--- src/rtl/usbphy_seq_pkg.sv ---
package usbphy_seq_pkg;

    typedef enum logic [2:0] {
        ST_IDLE       = 3'd0,
        ST_RELEASE_PD = 3'd1,
        ST_ENABLE_CMP = 3'd2,
        ST_WAIT_CLKGD = 3'd3,
        ST_READY      = 3'd4,
        ST_ERROR      = 3'd5
    } seq_state_t;

    // Control image: {osc_pd, phy_pd, vbus_det_en, vbus_sense_en}
    localparam logic [3:0] CTL_POWERED_DOWN = 4'b1100;
    localparam logic [3:0] CTL_RELEASED     = 4'b0000;
    localparam logic [3:0] CTL_COMPARING    = 4'b0011;

endpackage

--- src/rtl/phy_good_qualifier.sv ---
module phy_good_qualifier #(
    parameter int STABLE_LEN = 2
) (
    input  logic clk,
    input  logic rst,
    input  logic raw_good,
    output logic good_q
);
    localparam int HW = STABLE_LEN - 1;

    logic [HW-1:0] hist;

    generate
        if (HW == 1) begin : g_single
            always_ff @(posedge clk) begin
                if (rst) hist <= '0;
                else     hist <= raw_good;
            end
        end else begin : g_shift
            always_ff @(posedge clk) begin
                if (rst) hist <= '0;
                else     hist <= {hist[HW-2:0], raw_good};
            end
        end
    endgenerate

    // Qualified only when the current sample and all held samples are high.
    assign good_q = raw_good & (&hist);

endmodule

--- src/rtl/phy_wait_timer.sv ---
module phy_wait_timer #(
    parameter int CNT_W = 13
) (
    input  logic             clk,
    input  logic             rst,
    input  logic             run,
    input  logic [CNT_W-1:0] limit,
    output logic             expired
);
    logic [CNT_W-1:0] cnt;
    logic [CNT_W:0]   cnt_next_ext;

    assign cnt_next_ext = {1'b0, cnt} + (CNT_W+1)'(1);

    always_ff @(posedge clk) begin
        if (rst || !run)
            cnt <= '0;
        else if (cnt != {CNT_W{1'b1}})
            cnt <= cnt + CNT_W'(1);
    end

    // Last permitted cycle of the window; a limit of zero behaves as one.
    assign expired = run && (cnt_next_ext >= {1'b0, limit});

endmodule

--- src/rtl/phy_pwrup_seq.sv ---
module phy_pwrup_seq
    import usbphy_seq_pkg::*;
#(
    parameter int CNT_W      = 13,
    parameter int STABLE_LEN = 2
) (
    input  logic             clk,
    input  logic             rst,
    input  logic             start_req,
    input  logic             clk_good,
    input  logic [CNT_W-1:0] timeout_limit,
    output logic             osc_pd,
    output logic             phy_pd,
    output logic             vbus_det_en,
    output logic             vbus_sense_en,
    output logic             ready,
    output logic             timeout_err
);
    seq_state_t state, state_nx;
    logic       good_q;
    logic       wait_expired;
    logic [3:0] ctl_img;

    phy_good_qualifier #(.STABLE_LEN(STABLE_LEN)) u_qual (
        .clk      (clk),
        .rst      (rst),
        .raw_good (clk_good),
        .good_q   (good_q)
    );

    phy_wait_timer #(.CNT_W(CNT_W)) u_timer (
        .clk     (clk),
        .rst     (rst),
        .run     (state == ST_WAIT_CLKGD),
        .limit   (timeout_limit),
        .expired (wait_expired)
    );

    // Next-state logic
    always_comb begin
        state_nx = state;
        if (!start_req) begin
            state_nx = ST_IDLE;
        end else begin
            unique case (state)
                ST_IDLE:       state_nx = ST_RELEASE_PD;
                ST_RELEASE_PD: state_nx = ST_ENABLE_CMP;
                ST_ENABLE_CMP: state_nx = ST_WAIT_CLKGD;
                ST_WAIT_CLKGD: begin
                    if (good_q)            state_nx = ST_READY;
                    else if (wait_expired) state_nx = ST_ERROR;
                end
                ST_READY:      if (!good_q) state_nx = ST_WAIT_CLKGD;
                ST_ERROR:      state_nx = ST_ERROR;
                default:       state_nx = ST_IDLE;
            endcase
        end
    end

    // State register
    always_ff @(posedge clk) begin
        if (rst) state <= ST_IDLE;
        else     state <= state_nx;
    end

    // Output decode
    always_comb begin
        ctl_img     = CTL_POWERED_DOWN;
        ready       = 1'b0;
        timeout_err = 1'b0;
        unique case (state)
            ST_IDLE:       ctl_img = CTL_POWERED_DOWN;
            ST_RELEASE_PD: ctl_img = CTL_RELEASED;
            ST_ENABLE_CMP: ctl_img = CTL_COMPARING;
            ST_WAIT_CLKGD: ctl_img = CTL_COMPARING;
            ST_READY: begin
                ctl_img = CTL_COMPARING;
                ready   = 1'b1;
            end
            ST_ERROR: begin
                ctl_img     = CTL_COMPARING;
                timeout_err = 1'b1;
            end
            default:       ctl_img = CTL_POWERED_DOWN;
        endcase
    end

    assign {osc_pd, phy_pd, vbus_det_en, vbus_sense_en} = ctl_img;

    // Assertions
    p_release_r2: assert property (@(posedge clk) disable iff (rst)
        (state == ST_IDLE && start_req) |=>
            (!osc_pd && !phy_pd && !vbus_det_en && !vbus_sense_en));

    p_order_r3: assert property (@(posedge clk) disable iff (rst)
        ($rose(vbus_det_en) || $rose(vbus_sense_en)) |-> $past(!phy_pd));

    p_ready_needs_good_r6: assert property (@(posedge clk) disable iff (rst)
        $rose(ready) |-> ($past(clk_good, 1) && $past(clk_good, 2)));

    p_drop_r7: assert property (@(posedge clk) disable iff (rst)
        (ready && !clk_good) |=> !ready);

    p_timeout_r8: assert property (@(posedge clk) disable iff (rst)
        (state == ST_WAIT_CLKGD && wait_expired && !good_q && start_req) |=>
            (timeout_err && !osc_pd && !phy_pd));

    p_stop_r9: assert property (@(posedge clk) disable iff (rst)
        !start_req |=> (osc_pd && phy_pd && !vbus_det_en && !ready && !timeout_err));

    p_err_hold_r10: assert property (@(posedge clk) disable iff (rst)
        (timeout_err && start_req) |=> timeout_err);

endmodule

--- config.mk ---
export PLATFORM = sky130hd
export DESIGN_NAME = phy_pwrup_seq
export DESIGN_NICKNAME = d
export VERILOG_FILES = /design/src/rtl/usbphy_seq_pkg.sv /design/src/rtl/phy_good_qualifier.sv /design/src/rtl/phy_wait_timer.sv /design/src/rtl/phy_pwrup_seq.sv
export SDC_FILE = /design/constraint.sdc
export NUM_CORES = 1
export LEC_CHECK = 0
export ABC_AREA = 1
export CAP_MARGIN = 10
export CORE_ASPECT_RATIO = 1.5
export CORE_MARGIN = 4
export CORE_UTILIZATION = 25
export CTS_BUF_LIST = sky130_fd_sc_hd__clkbuf_16
export DETAILED_ROUTE_END_ITERATION = 12
export GPL_ROUTABILITY_DRIVEN = 0
export PLACE_DENSITY = 0.47
export SYNTH_ARGS = -nofsm -noshare
export SYNTH_HDL_FRONTEND = slang
export SYNTH_HIERARCHICAL = 1
export SYNTH_SLANG_ARGS = --single-unit
--- constraint.sdc ---
create_clock -name clk -period 3.5 [get_ports clk]
set_clock_uncertainty 0.1 [all_clocks]
set_input_delay 0.525 -clock clk [delete_from_list [all_inputs] [get_ports clk]]
set_output_delay 0.525 -clock clk [all_outputs]
set_load 0.05 [all_outputs]
==> results of run 1 <==
-- sequential cells by signal, summed over array words and instances (netlist names) --
signal / count
state: 3
u_timer/cnt: 13
u_qual/hist: 1
-- cell usage after synthesis --
master	count	area share, %
buf_4	3	1.6
clkinv_1	2	0.54
nor3_1	3	1.1
xnor2_1	3	1.9
dfxtp_1	17	25
nor2_2	2	0.90
nand3_2	1	0.72
o21ai_1	1	0.36
inv_1	54	15
nor2_1	22	6.0
nand3_1	12	4.3
nand2_2	4	1.8
o21ai_0	2	0.72
nand2_1	47	13
buf_6	1	0.81
a21oi_1	14	5.1
nor2_4	3	2.4
nand2_4	1	0.81
a31oi_1	1	0.45
inv_2	1	0.27
ha_1	16	14
clkbuf_1	1	0.27
nand4_1	1	0.45
xor2_1	5	3.2
-- kinds of logic after synthesis --
group / count (synthesis) / share of synthesized area, %
AND/OR/NAND/NOR: 96 / 31.23
XOR/XNOR: 8 / 5.054
AO/OA/AOI/OAI: 18 / 6.589
flip-flops: 17 / 24.55
adder cells (fa/ha/maj): 16 / 14.44
buffers and inverters: 62 / 18.14
-- final cells by class --
type	instances	area [um^2]
multi-input cells	138	794.5
well taps	70	87.58
fillers	620	3674
repair buffers	22	220.2
inverters	57	214.0
flip-flops and latches	17	340.3
clock buffers	3	75.07
clock inverters	1	3.754
-- power groups by stage --
stage / registers [mW] / logic, mW / clock network [mW]
detailed placement: 0.202 / 0.0604 / 0
global placement: 0.202 / 0.0607 / 0
finish: 0.198 / 0.0596 / 0.225
floorplan: 0.201 / 0.0344 / 0
global route: 0.198 / 0.0672 / 0.246
CTS: 0.198 / 0.0608 / 0.235
-- metrics by stage --
step	worst slack (ns)	power (mW)	cell area [um^2]	util, %	hold slack [ns]
6_report	0.7438	0.4829	1735	32.08	0.3790
5_1_grt	0.4317	0.5111	1735	32.08	0.4304
4_1_cts	0.6871	0.4935	1735	32.08	0.3770
3_5_place_dp	0.7113	0.2624	1657	30.63	0.3691
3_3_place_gp	0.7003	0.2628	1657	30.63	0.3727
2_1_floorplan	1.052	0.2358	1386	-	0.3505
-- critical path: cells and delay by family, from the launching register on --
kind | cells | cell delay (ns)
AND/OR/NAND/NOR | 13 | 1.25
adder cells (fa/ha/maj) | 2 | 0.51
flip-flops | 1 | 0.41
buffers and inverters | 5 | 0.30
AO/OA/AOI/OAI | 1 | 0.15
-- placed cells by master, fill, tap and decap left out, types with 4 or more instances in the layout --
| cell type | instances |
|---|---|
| inv_1 | 55 |
| nand2_1 | 47 |
| nor2_1 | 22 |
| clkdlybuf4s50_1 | 22 |
| dfxtp_1 | 17 |
| ha_1 | 16 |
| a21oi_1 | 14 |
| nand3_1 | 12 |
| xor2_1 | 5 |
| nand2_2 | 4 |
-- metal layers --
layer / part of all wire [%] / vias up
met2: 53 / 17
met1: 43 / 544
met3: 3.3 / 2
met4: 1.3 / 0
met5: 0 / -
li1: - / 689
-- worst max path at each step --
stage                   startpoint  endpoint  slack, ns  depth (start not counted)
floorplan           u_timer/cnt[0]  state[2]       1.05                         22
CTS                 u_timer/cnt[0]  state[2]       0.69                         21
global placement    u_timer/cnt[0]  state[1]       0.70                         20
global route        u_timer/cnt[0]  state[2]       0.43                         21
detailed placement  u_timer/cnt[0]  state[2]       0.71                         21
finish              u_timer/cnt[0]  state[2]       0.74                         21
==> out/metrics.cfg, run 1 <==
[hold_path]
hold_start=u_timer/cnt[12]
holdPathEnd=u_timer/cnt[12]
min_path_type=flop to flop
hold_path_depth=2

[floorplan]
row_count=33
initial_core_util_pct=25.63
dieArea_um2=6825
design.core.area_um2=5409
io_pins=23
die_w_um=68.80
dieHeight_um=99.20

[logic_synthesis]
ys_seq_elements=17
post_synth.cell_area_avg_um2=6.389
syn-num-nets=250
synth-seq-area-share_pct=24.55
netlist_instances=217
synth_area_um2=1386
yosys_warnings=6
synth.distinct_cells=24

[setup_path]
critPathLaunchType=flop
arrival_ns=2.85
cp_max_fo=15
ff2ff_setup_slack_ns=0.74
cp_slowest_stage_delay_ns=0.41
rr_startpoint=u_timer/cnt[0]
worstRegToRegCells=21
crit_chain=ha_1, inv_1, nor2_4, nand2_2, nor2_4, nand2_4, nand2_1, inv_1, ha_1, nand3_1, nor3_1, nand2_1, nand3_1, nand2_1, inv_1, nor2_1, nand2_2, clkinv_1, o21ai_1, nand2_1, inv_1
crit_type=flop to flop
slowest_stage=dfxtp_1
crit_path_end_kind=flop
reg2reg_to=state[2]
worst_ep_required_time_ns=3.59

[route]
post_drt_wl_per_cell_um=9.425
ant_nets=0
viasPerCell=4.065
drc=0
first_pass_iters=4
drt-initial-drc-count=34
wirelength_mm=2.903
vias=1252

[placement]
numPortBuffers=22
hpwl_mm=2.416
dpl.cell_count=304

[power]
power.share.clock_pct=46.7
pwr-share-seq_pct=41.0
power_frac_comb_pct=12.3
swShare_pct=21.95
ir_drop_uv=114.4
powerDensity_nw_per_um2=278.3
netSwitchingPower_uw=106.0
p_int_uw=376.9
leakage_nw=0.9568

[sta]
post-route-period-util_pct=78.75
relSlewSlack_pct=67.26
drv_slew=0
tns_ns=0
worstMarginPinSlew_ns=0.4895
max_freq_mhz=362.8
setup_violations=0
timing.final.crit_period_ns=2.756
hold_viol=0
rsz0062_at_grt=false

[cts]
cts-resized-gates=0
clock_path_buffers=2
cts_root_buf=clkbuf_16
cts_hold_buf=0
htreeDepth=1
post-cts-setup-buffers=0
cts.sinks=17
cts_tree=yes
cts.clk_slew.worst_paths_ns=0.05
insertion_delay_ns=0.25
numCtsBuffers=3

[cells_and_area]
drive_above_1_share_pct=6.303
num-nets-final=272
synthToLayoutAreaGrowth_pct=25.18
finalNonFillerCells=308
n_antenna_cell=0

[run_status]
outcome=finished clean

[grt]
grt_max_degree=16
use_met2_pct=17.14
antenna_found_initial=0
grt-ovfl-total=0
grtUsageMet3_pct=1.130
grt_pass1_wl_mm=5.257
track_usage_pct=9.593
met1_usage_pct=11.17
grt_pass1_vias=1288
grt.busiest_layer=met2

[flow_run]
maxCapViolCount=0

Note: power is estimated with default switching activity, not from simulation.
==> run 2: changes to the inputs <==
- PLACE_DENSITY: 0.47 -> 0.48
- clock period: 3.5 -> 2.21 ns (I/O delays scaled with it)
==> out/metrics.cfg, run 2 (synthesis gave the netlist of run 1 again) <==
[floorplan]
die_w_um=68.80  ; unchanged
io_pins=23  ; unchanged
dieHeight_um=99.20  ; unchanged
initial_core_util_pct=25.63  ; unchanged
design.core.area_um2=5409  ; unchanged
dieArea_um2=6825  ; unchanged
row_count=33  ; unchanged

[setup_path]
critPathLaunchType=flop
arrival_ns=2.51  ; -0.34 ns
slowest_stage=dfxtp_4
worst_ep_required_time_ns=2.25  ; -1.34 ns
crit_path_end_kind=flop
cp_common_cell=nand2_1
cp_slowest_stage_delay_ns=0.38  ; -0.03 ns
crit_chain=ha_1, nand3_1, nor2_2, buf_4, xor2_2, inv_1, ha_1, nand2_1, nand2_1, nand2_1, nand2_1, nand2_1, nand2_1, nand2_1, nand3_2, nand2_1, inv_1, nor2_2, nand2_2, nand3_2, nor2_1, nor2_1, nor2_1
cp_max_fo=4  ; -11
rr_startpoint=u_timer/cnt[0]
crit_type=flop to flop
ff2ff_setup_slack_ns=-0.26  ; -1.00 ns
worstRegToRegCells=23  ; +9.5%
reg2reg_to=state[1]

[grt]
antenna_found_initial=0  ; unchanged
grt_pass1_wl_mm=5.133  ; -2.4%
track_usage_pct=9.654  ; +0.061 points
grt_pass1_vias=1274  ; -1.1%
grt-ovfl-total=0  ; unchanged
grt_max_degree=15  ; -1

[cts]
htreeDepth=1  ; unchanged
insertion_delay_ns=0.25  ; about the same
cts_hold_buf=0  ; unchanged
cts.clk_slew.worst_paths_ns=0.05  ; about the same
cts_root_buf=clkbuf_16
cts.sinks=17  ; unchanged
clock_path_buffers=2  ; unchanged
cts_tree=yes
numCtsBuffers=3  ; unchanged

[power]
power_uw=776.1  ; +61%
leakage_nw=1.138  ; +19%
powerDensity_nw_per_um2=366.2  ; +32%
ir_drop_uv=174.4  ; +52%

[cells_and_area]
n_antenna_cell=0  ; unchanged
num-nets-final=303  ; +11%
layout_common_cells=inv_1 (51), nand2_1 (45), buf_4 (34), nor2_1 (19), clkdlybuf4s50_1 (16)
drive_above_1_share_pct=29.37  ; +23 points
fin_area_um2=2120  ; +22%
regArea_um2=354.1  ; +4.0%
largest_reg_flops=13  ; unchanged
fill_cells=587  ; -5.3%
largestRegisters=u_timer/cnt: 13 flops, state: 3 flops, u_qual/hist: 1 flops
fin_util_pct=39.19  ; +7.1 points
synthToLayoutAreaGrowth_pct=52.89
final_common_cell=inv_1
multi_input_area_um2=908.4  ; +14%
regMostFlops=u_timer/cnt

[route]
ant_nets=0  ; unchanged
first_pass_iters=4  ; unchanged
post_drt_wl_per_cell_um=8.938  ; -5.2%
drc=0  ; unchanged
drt-initial-drc-count=29  ; -15%
wirelength_mm=3.030  ; +4.4%
vias=1346  ; +7.5%
viasPerCell=3.971  ; -2.3%

[hold_path]
min_path_type=flop to flop
hold_path_depth=2  ; unchanged
holdPathEnd=u_timer/cnt[12]
hold_start=u_timer/cnt[12]

[flow_run]
maxCapViolCount=0  ; unchanged

[sta]
max_freq_mhz=405.1  ; +12%
drv_slew=0  ; unchanged
relSlewSlack_pct=76.28  ; +9.0 points
setup_violations=3  ; +3
setup_ws_ns=-0.2583  ; -1.002 ns
hold_viol=0  ; unchanged
rsz0062_at_grt=true
worstMarginPinSlew_ns=0.3553  ; -0.1342 ns
post-route-period-util_pct=111.7  ; +33 points
timing.final.crit_period_ns=2.468  ; -0.2880 ns

[run_status]
outcome=finished with violations
violations=setup timing

[placement]
post_dp_cell_area_um2=1866  ; +13%
hpwl_mm=2.534  ; +4.9%
numPortBuffers=22  ; unchanged

## run 2: cell types whose count changed in the layout (fill, tap and decap cells not counted), sizes merged
cell / previous run / this run
clkdlybuf4s50: 22 / 16
buf: 0 / 37
## run 2: worst max-delay path, delay by kind of cell (launching register included)
kind	cells	cell delay, ns
xor gates and xnor gates	1	0.17
and+or+nand+nor	17	1.13
buffers and inverters	3	0.23
DFF	1	0.38
adders and majority gates	2	0.34
## run 2: routing by layer
layer,up-vias,routed length (um),track usage (%)
li1,747,-,-
met4,0,30,4.054
met3,3,92,1.017
met1,576,1264,10.87
met5,-,0,0
met2,20,1642,17.59
## run 2: how the worst max path moves through the flow
stage                    from  slack [ns]  cells after the start       end
2_1_floorplan  u_timer/cnt[1]       -0.11                     22  state[2]
3_3_place_gp   u_timer/cnt[1]       -0.43                     19  state[2]
3_5_place_dp   u_timer/cnt[1]       -0.37                     19  state[2]
4_1_cts        u_timer/cnt[1]       -0.31                     25  state[1]
5_1_grt        u_timer/cnt[0]       -0.53                     23  state[1]
6_report       u_timer/cnt[0]       -0.26                     23  state[1]
## run 2: area by class of cell
| type | count | share of cell area [%] |
|---|---|---|
| inverters | 57 | 10.15 |
| flip-flops and latches | 17 | 16.71 |
| clock buffers | 3 | 3.542 |
| well taps | 70 | 4.132 |
| multi-input cells | 138 | 42.86 |
| repair buffers | 53 | 22.43 |
| clock inverters | 1 | 0.1771 |
## run 2: stage by stage
stage	setup TNS, ns	hold slack [ns]	std cells	worst slack, ns
floorplan	-0.3396	0.2984	217	-0.1146
global placement	-1.213	0.3647	328	-0.4270
detailed placement	-1.032	0.3780	328	-0.3657
finish	-0.7414	0.3806	339	-0.2583
global route	-1.531	0.4196	339	-0.5328
CTS	-0.9187	0.3857	338	-0.3124
## run 2: where the power goes
part	total [mW]	internal [mW]	switching [mW]
combinational	0.109	0.0572	0.0514
clock	0.357	0.240	0.117
sequential	0.310	0.306	0.00376
total	0.776	0.604	0.172
## run 2: timing repair
item                       in CTS  in global routing
gates resized for setup         3                 22
pin swaps                       6                 15
setup endpoints to repair       3                  3
buffers inserted                6                  1
==> run 3: changes to the inputs <==
- ABC_AREA: 1 -> unset
- PLACE_DENSITY: 0.48 -> 0.49
==> out/metrics.cfg, run 3 <==
[setup_path]
crit_type=flop to flop
crit_path_end_kind=flop
critPathLaunchType=flop
cp_max_fo=4  ; unchanged
cp_common_cell=and4_4
cp-startpoint=u_timer/cnt[4]
worstRegToRegCells=15  ; -35%
worst_ep_required_time_ns=2.24  ; about the same
rr_startpoint=u_timer/cnt[4]
cp_top_family=simple AND/OR/NAND/NOR gates
slowest_stage=dfxtp_2
path_depth=15  ; -35%
crit_buf_inv=1  ; -2
cp_slowest_stage_delay_ns=0.33  ; -0.05 ns
crit_chain=and4_4, and3_4, and4_4, xnor2_2, inv_1, ha_4, nand4_1, nor2_1, a211o_1, a221o_1, a21o_1, nor2_4, nor3_1, o21ai_1, a21oi_1
arrival_ns=2.99  ; +0.48 ns

[sta]
setup_ws_ns=-0.7443  ; -0.4861 ns
timing.final.crit_period_ns=2.954  ; +0.4861 ns
drv_slew=0  ; unchanged
rsz0062_at_grt=true
worstMarginPinSlew_ns=0.5265  ; +0.1712 ns
tns_ns=-2.137  ; -1.395 ns
relSlewSlack_pct=64.74  ; -12 points
max_freq_mhz=338.5  ; -16%
hold_viol=0  ; unchanged
post-route-period-util_pct=133.7  ; +22 points
setup_violations=3  ; unchanged

[floorplan]
design.core.area_um2=4810  ; -11%
die_w_um=65.59  ; -4.7%
row_count=31  ; -6.1%
io_pins=23  ; unchanged
dieArea_um2=6191  ; -9.3%
dieHeight_um=94.39  ; -4.9%
initial_core_util_pct=25.86  ; +0.23 points

[logic_synthesis]
synth-seq-area-share_pct=27.36  ; +2.8 points
post_synth.cell_area_avg_um2=8.024  ; +26%
synth_area_um2=1244  ; -10%
synth_most_common_cell=inv_1
synth_top_area_cell=dfxtp_1
yosys_warnings=6  ; unchanged
synth.distinct_cells=40  ; +67%
synth_top_cell_area_share_pct=27.36  ; +2.8 points
ys.flop_type=dfxtp_1
synth-async-reset-ratio_pct=0  ; unchanged
netlist_instances=155  ; -29%
syn-num-nets=188  ; -25%
synth.top_cells.by_count=inv_1 (24), dfxtp_1 (17), ha_1 (16)
ys_seq_elements=17  ; unchanged
synth.area.top_cells=dfxtp_1 (27%), ha_1 (16%), inv_1 (7.2%)
synth_edf_count=0  ; unchanged

[grt]
track_usage_pct=10.63  ; +0.98 points
grt-ovfl-total=0  ; unchanged
grt_pass1_vias=1135  ; -11%
antenna_found_initial=0  ; unchanged
grt_max_degree=14  ; -1
grt_pass1_wl_mm=4.968  ; -3.2%

[route]
viasPerCell=4.383  ; +10%
vias=1201  ; -11%
wirelength_mm=3.097  ; +2.2%
drt-initial-drc-count=13  ; -55%
ant_nets=0  ; unchanged
post_drt_wl_per_cell_um=11.30  ; +26%
first_pass_iters=4  ; unchanged
drc=0  ; unchanged

[placement]
numPortBuffers=22  ; unchanged
hpwl_mm=2.499  ; -1.4%

[cts]
htreeDepth=1  ; unchanged
clock_path_buffers=2  ; unchanged
numCtsBuffers=3  ; unchanged
cts.sinks=17  ; unchanged
cts.clk_slew.worst_paths_ns=0.05  ; about the same
cts_root_buf=clkbuf_16
cts_hold_buf=0  ; unchanged
insertion_delay_ns=0.25  ; about the same
cts_tree=yes

[cells_and_area]
regMostFlops=u_timer/cnt
synthToLayoutAreaGrowth_pct=55.73
fill_cells=532  ; -9.4%
largestRegisters=u_timer/cnt: 13 flops, state: 3 flops, u_qual/hist: 1 flops
final_common_cell=buf_4
n_antenna_cell=0  ; unchanged
drive_above_1_share_pct=32.69  ; +3.3 points
largest_reg_flops=13  ; unchanged
num-nets-final=242  ; -20%
layout_common_cells=buf_4 (36), inv_1 (24), clkdlybuf4s50_1 (16), nor2_1 (14), ha_1 (13)

[flow_run]
maxCapViolCount=0  ; unchanged

[power]
powerDensity_nw_per_um2=407.0  ; +11%
power_uw=788.2  ; +1.6%
ir_drop_uv=190.2  ; +9.1%
leakage_nw=0.9436  ; -17%

[run_status]
outcome=finished with violations
violations=setup timing

[hold_path]
hold_path_depth=2  ; unchanged
min_path_type=flop to flop
hold_start=u_timer/cnt[12]

## run 3: changes by cell type in the layout (fill, tap and decap cells not counted), moves of 5 or more
cell and change:
nand2_2 -5, inv_1 -27, inv_2 -5, nand2_1 -38
nor2_1 -5
## run 3: tightest hold or removal path: stages (launching register included)
cell	delay (ns)
dfxtp_1	0.33
nor2_1	0.11
nor2_1	0.04
## run 3: worst paths after layout
path | slack [ns] | to
hold / removal | 0.42 | u_timer/cnt[12]
setup / recovery | -0.74 | state[2]
setup reg to reg | -0.74 | state[2]
hold reg to reg | 0.42 | u_timer/cnt[12]
## run 3: area by class of cell
| class | instances | area (um^2) | area share [%] |
|---|---|---|---|
| Multi-Input combinational cell | 109 | 867.1 | 44.77 |
| Tap cell | 66 | 82.58 | 4.264 |
| Timing Repair Buffer | 54 | 470.5 | 24.29 |
| Clock buffer | 3 | 75.07 | 3.876 |
| Inverter | 24 | 90.09 | 4.651 |
| Sequential cell | 17 | 346.6 | 17.89 |
| Clock inverter | 1 | 5.005 | 0.2584 |
## run 3: what timing repair did
| item | 4_1_cts | 5_1_grt |
|---|---|---|
| setup endpoints to repair | 3 | 3 |
| gates resized for setup | 8 | 5 |
| pin swaps | 7 | 3 |
| setup buffers | 2 | 0 |
## run 3: metrics by stage
| stage | util, % | hold WS, ns | cell area, um^2 | setup WS, ns | cells |
|---|---|---|---|---|---|
| finish | 40.27 | 0.4209 | 1937 | -0.7443 | 274 |
| global route | 40.27 | 0.4594 | 1937 | -0.8593 | 274 |
| CTS | 39.85 | 0.4311 | 1917 | -0.7481 | 274 |
| detailed placement | 36.94 | 0.4228 | 1777 | -0.8124 | 268 |
| global placement | 36.94 | 0.4103 | 1777 | -0.7920 | 268 |
| floorplan | - | 0.2958 | 1265 | -0.6986 | 155 |
## run 3: report_power, final
group / total [mW] / switching [mW] / internal (mW) / leakage [nW]
registers: 0.313 / 0.00402 / 0.309 / 0.140
logic: 0.101 / 0.0452 / 0.0560 / 0.763
clock network: 0.374 / 0.131 / 0.243 / 0.0409
## run 3: routing by layer
| layer | share of wire [%] | global-route usage, % | vias up |
|---|---|---|---|
| met5 | 0 | 0 | - |
| met4 | 2.1 | 5.190 | 0 |
| met3 | 4.2 | 2.500 | 5 |
| met2 | 51 | 19.36 | 19 |
| met1 | 42 | 11.25 | 543 |
| li1 | - | - | 634 |
## run 3: cells by family (layout without fill, tap and decap cells)
family / Yosys count / after routing / synth area share [%]
AO/OA/AOI/OAI: 29 / 29 / 15.49
XOR/XNOR: 12 / 12 / 8.451
adder cells (fa/ha/maj): 16 / 16 / 16.10
buffers and inverters: 29 / 82 / 9.356
flip-flops: 17 / 17 / 27.36
multiplexers: 1 / 1 / 0.8049
AND/OR/NAND/NOR: 51 / 51 / 22.44
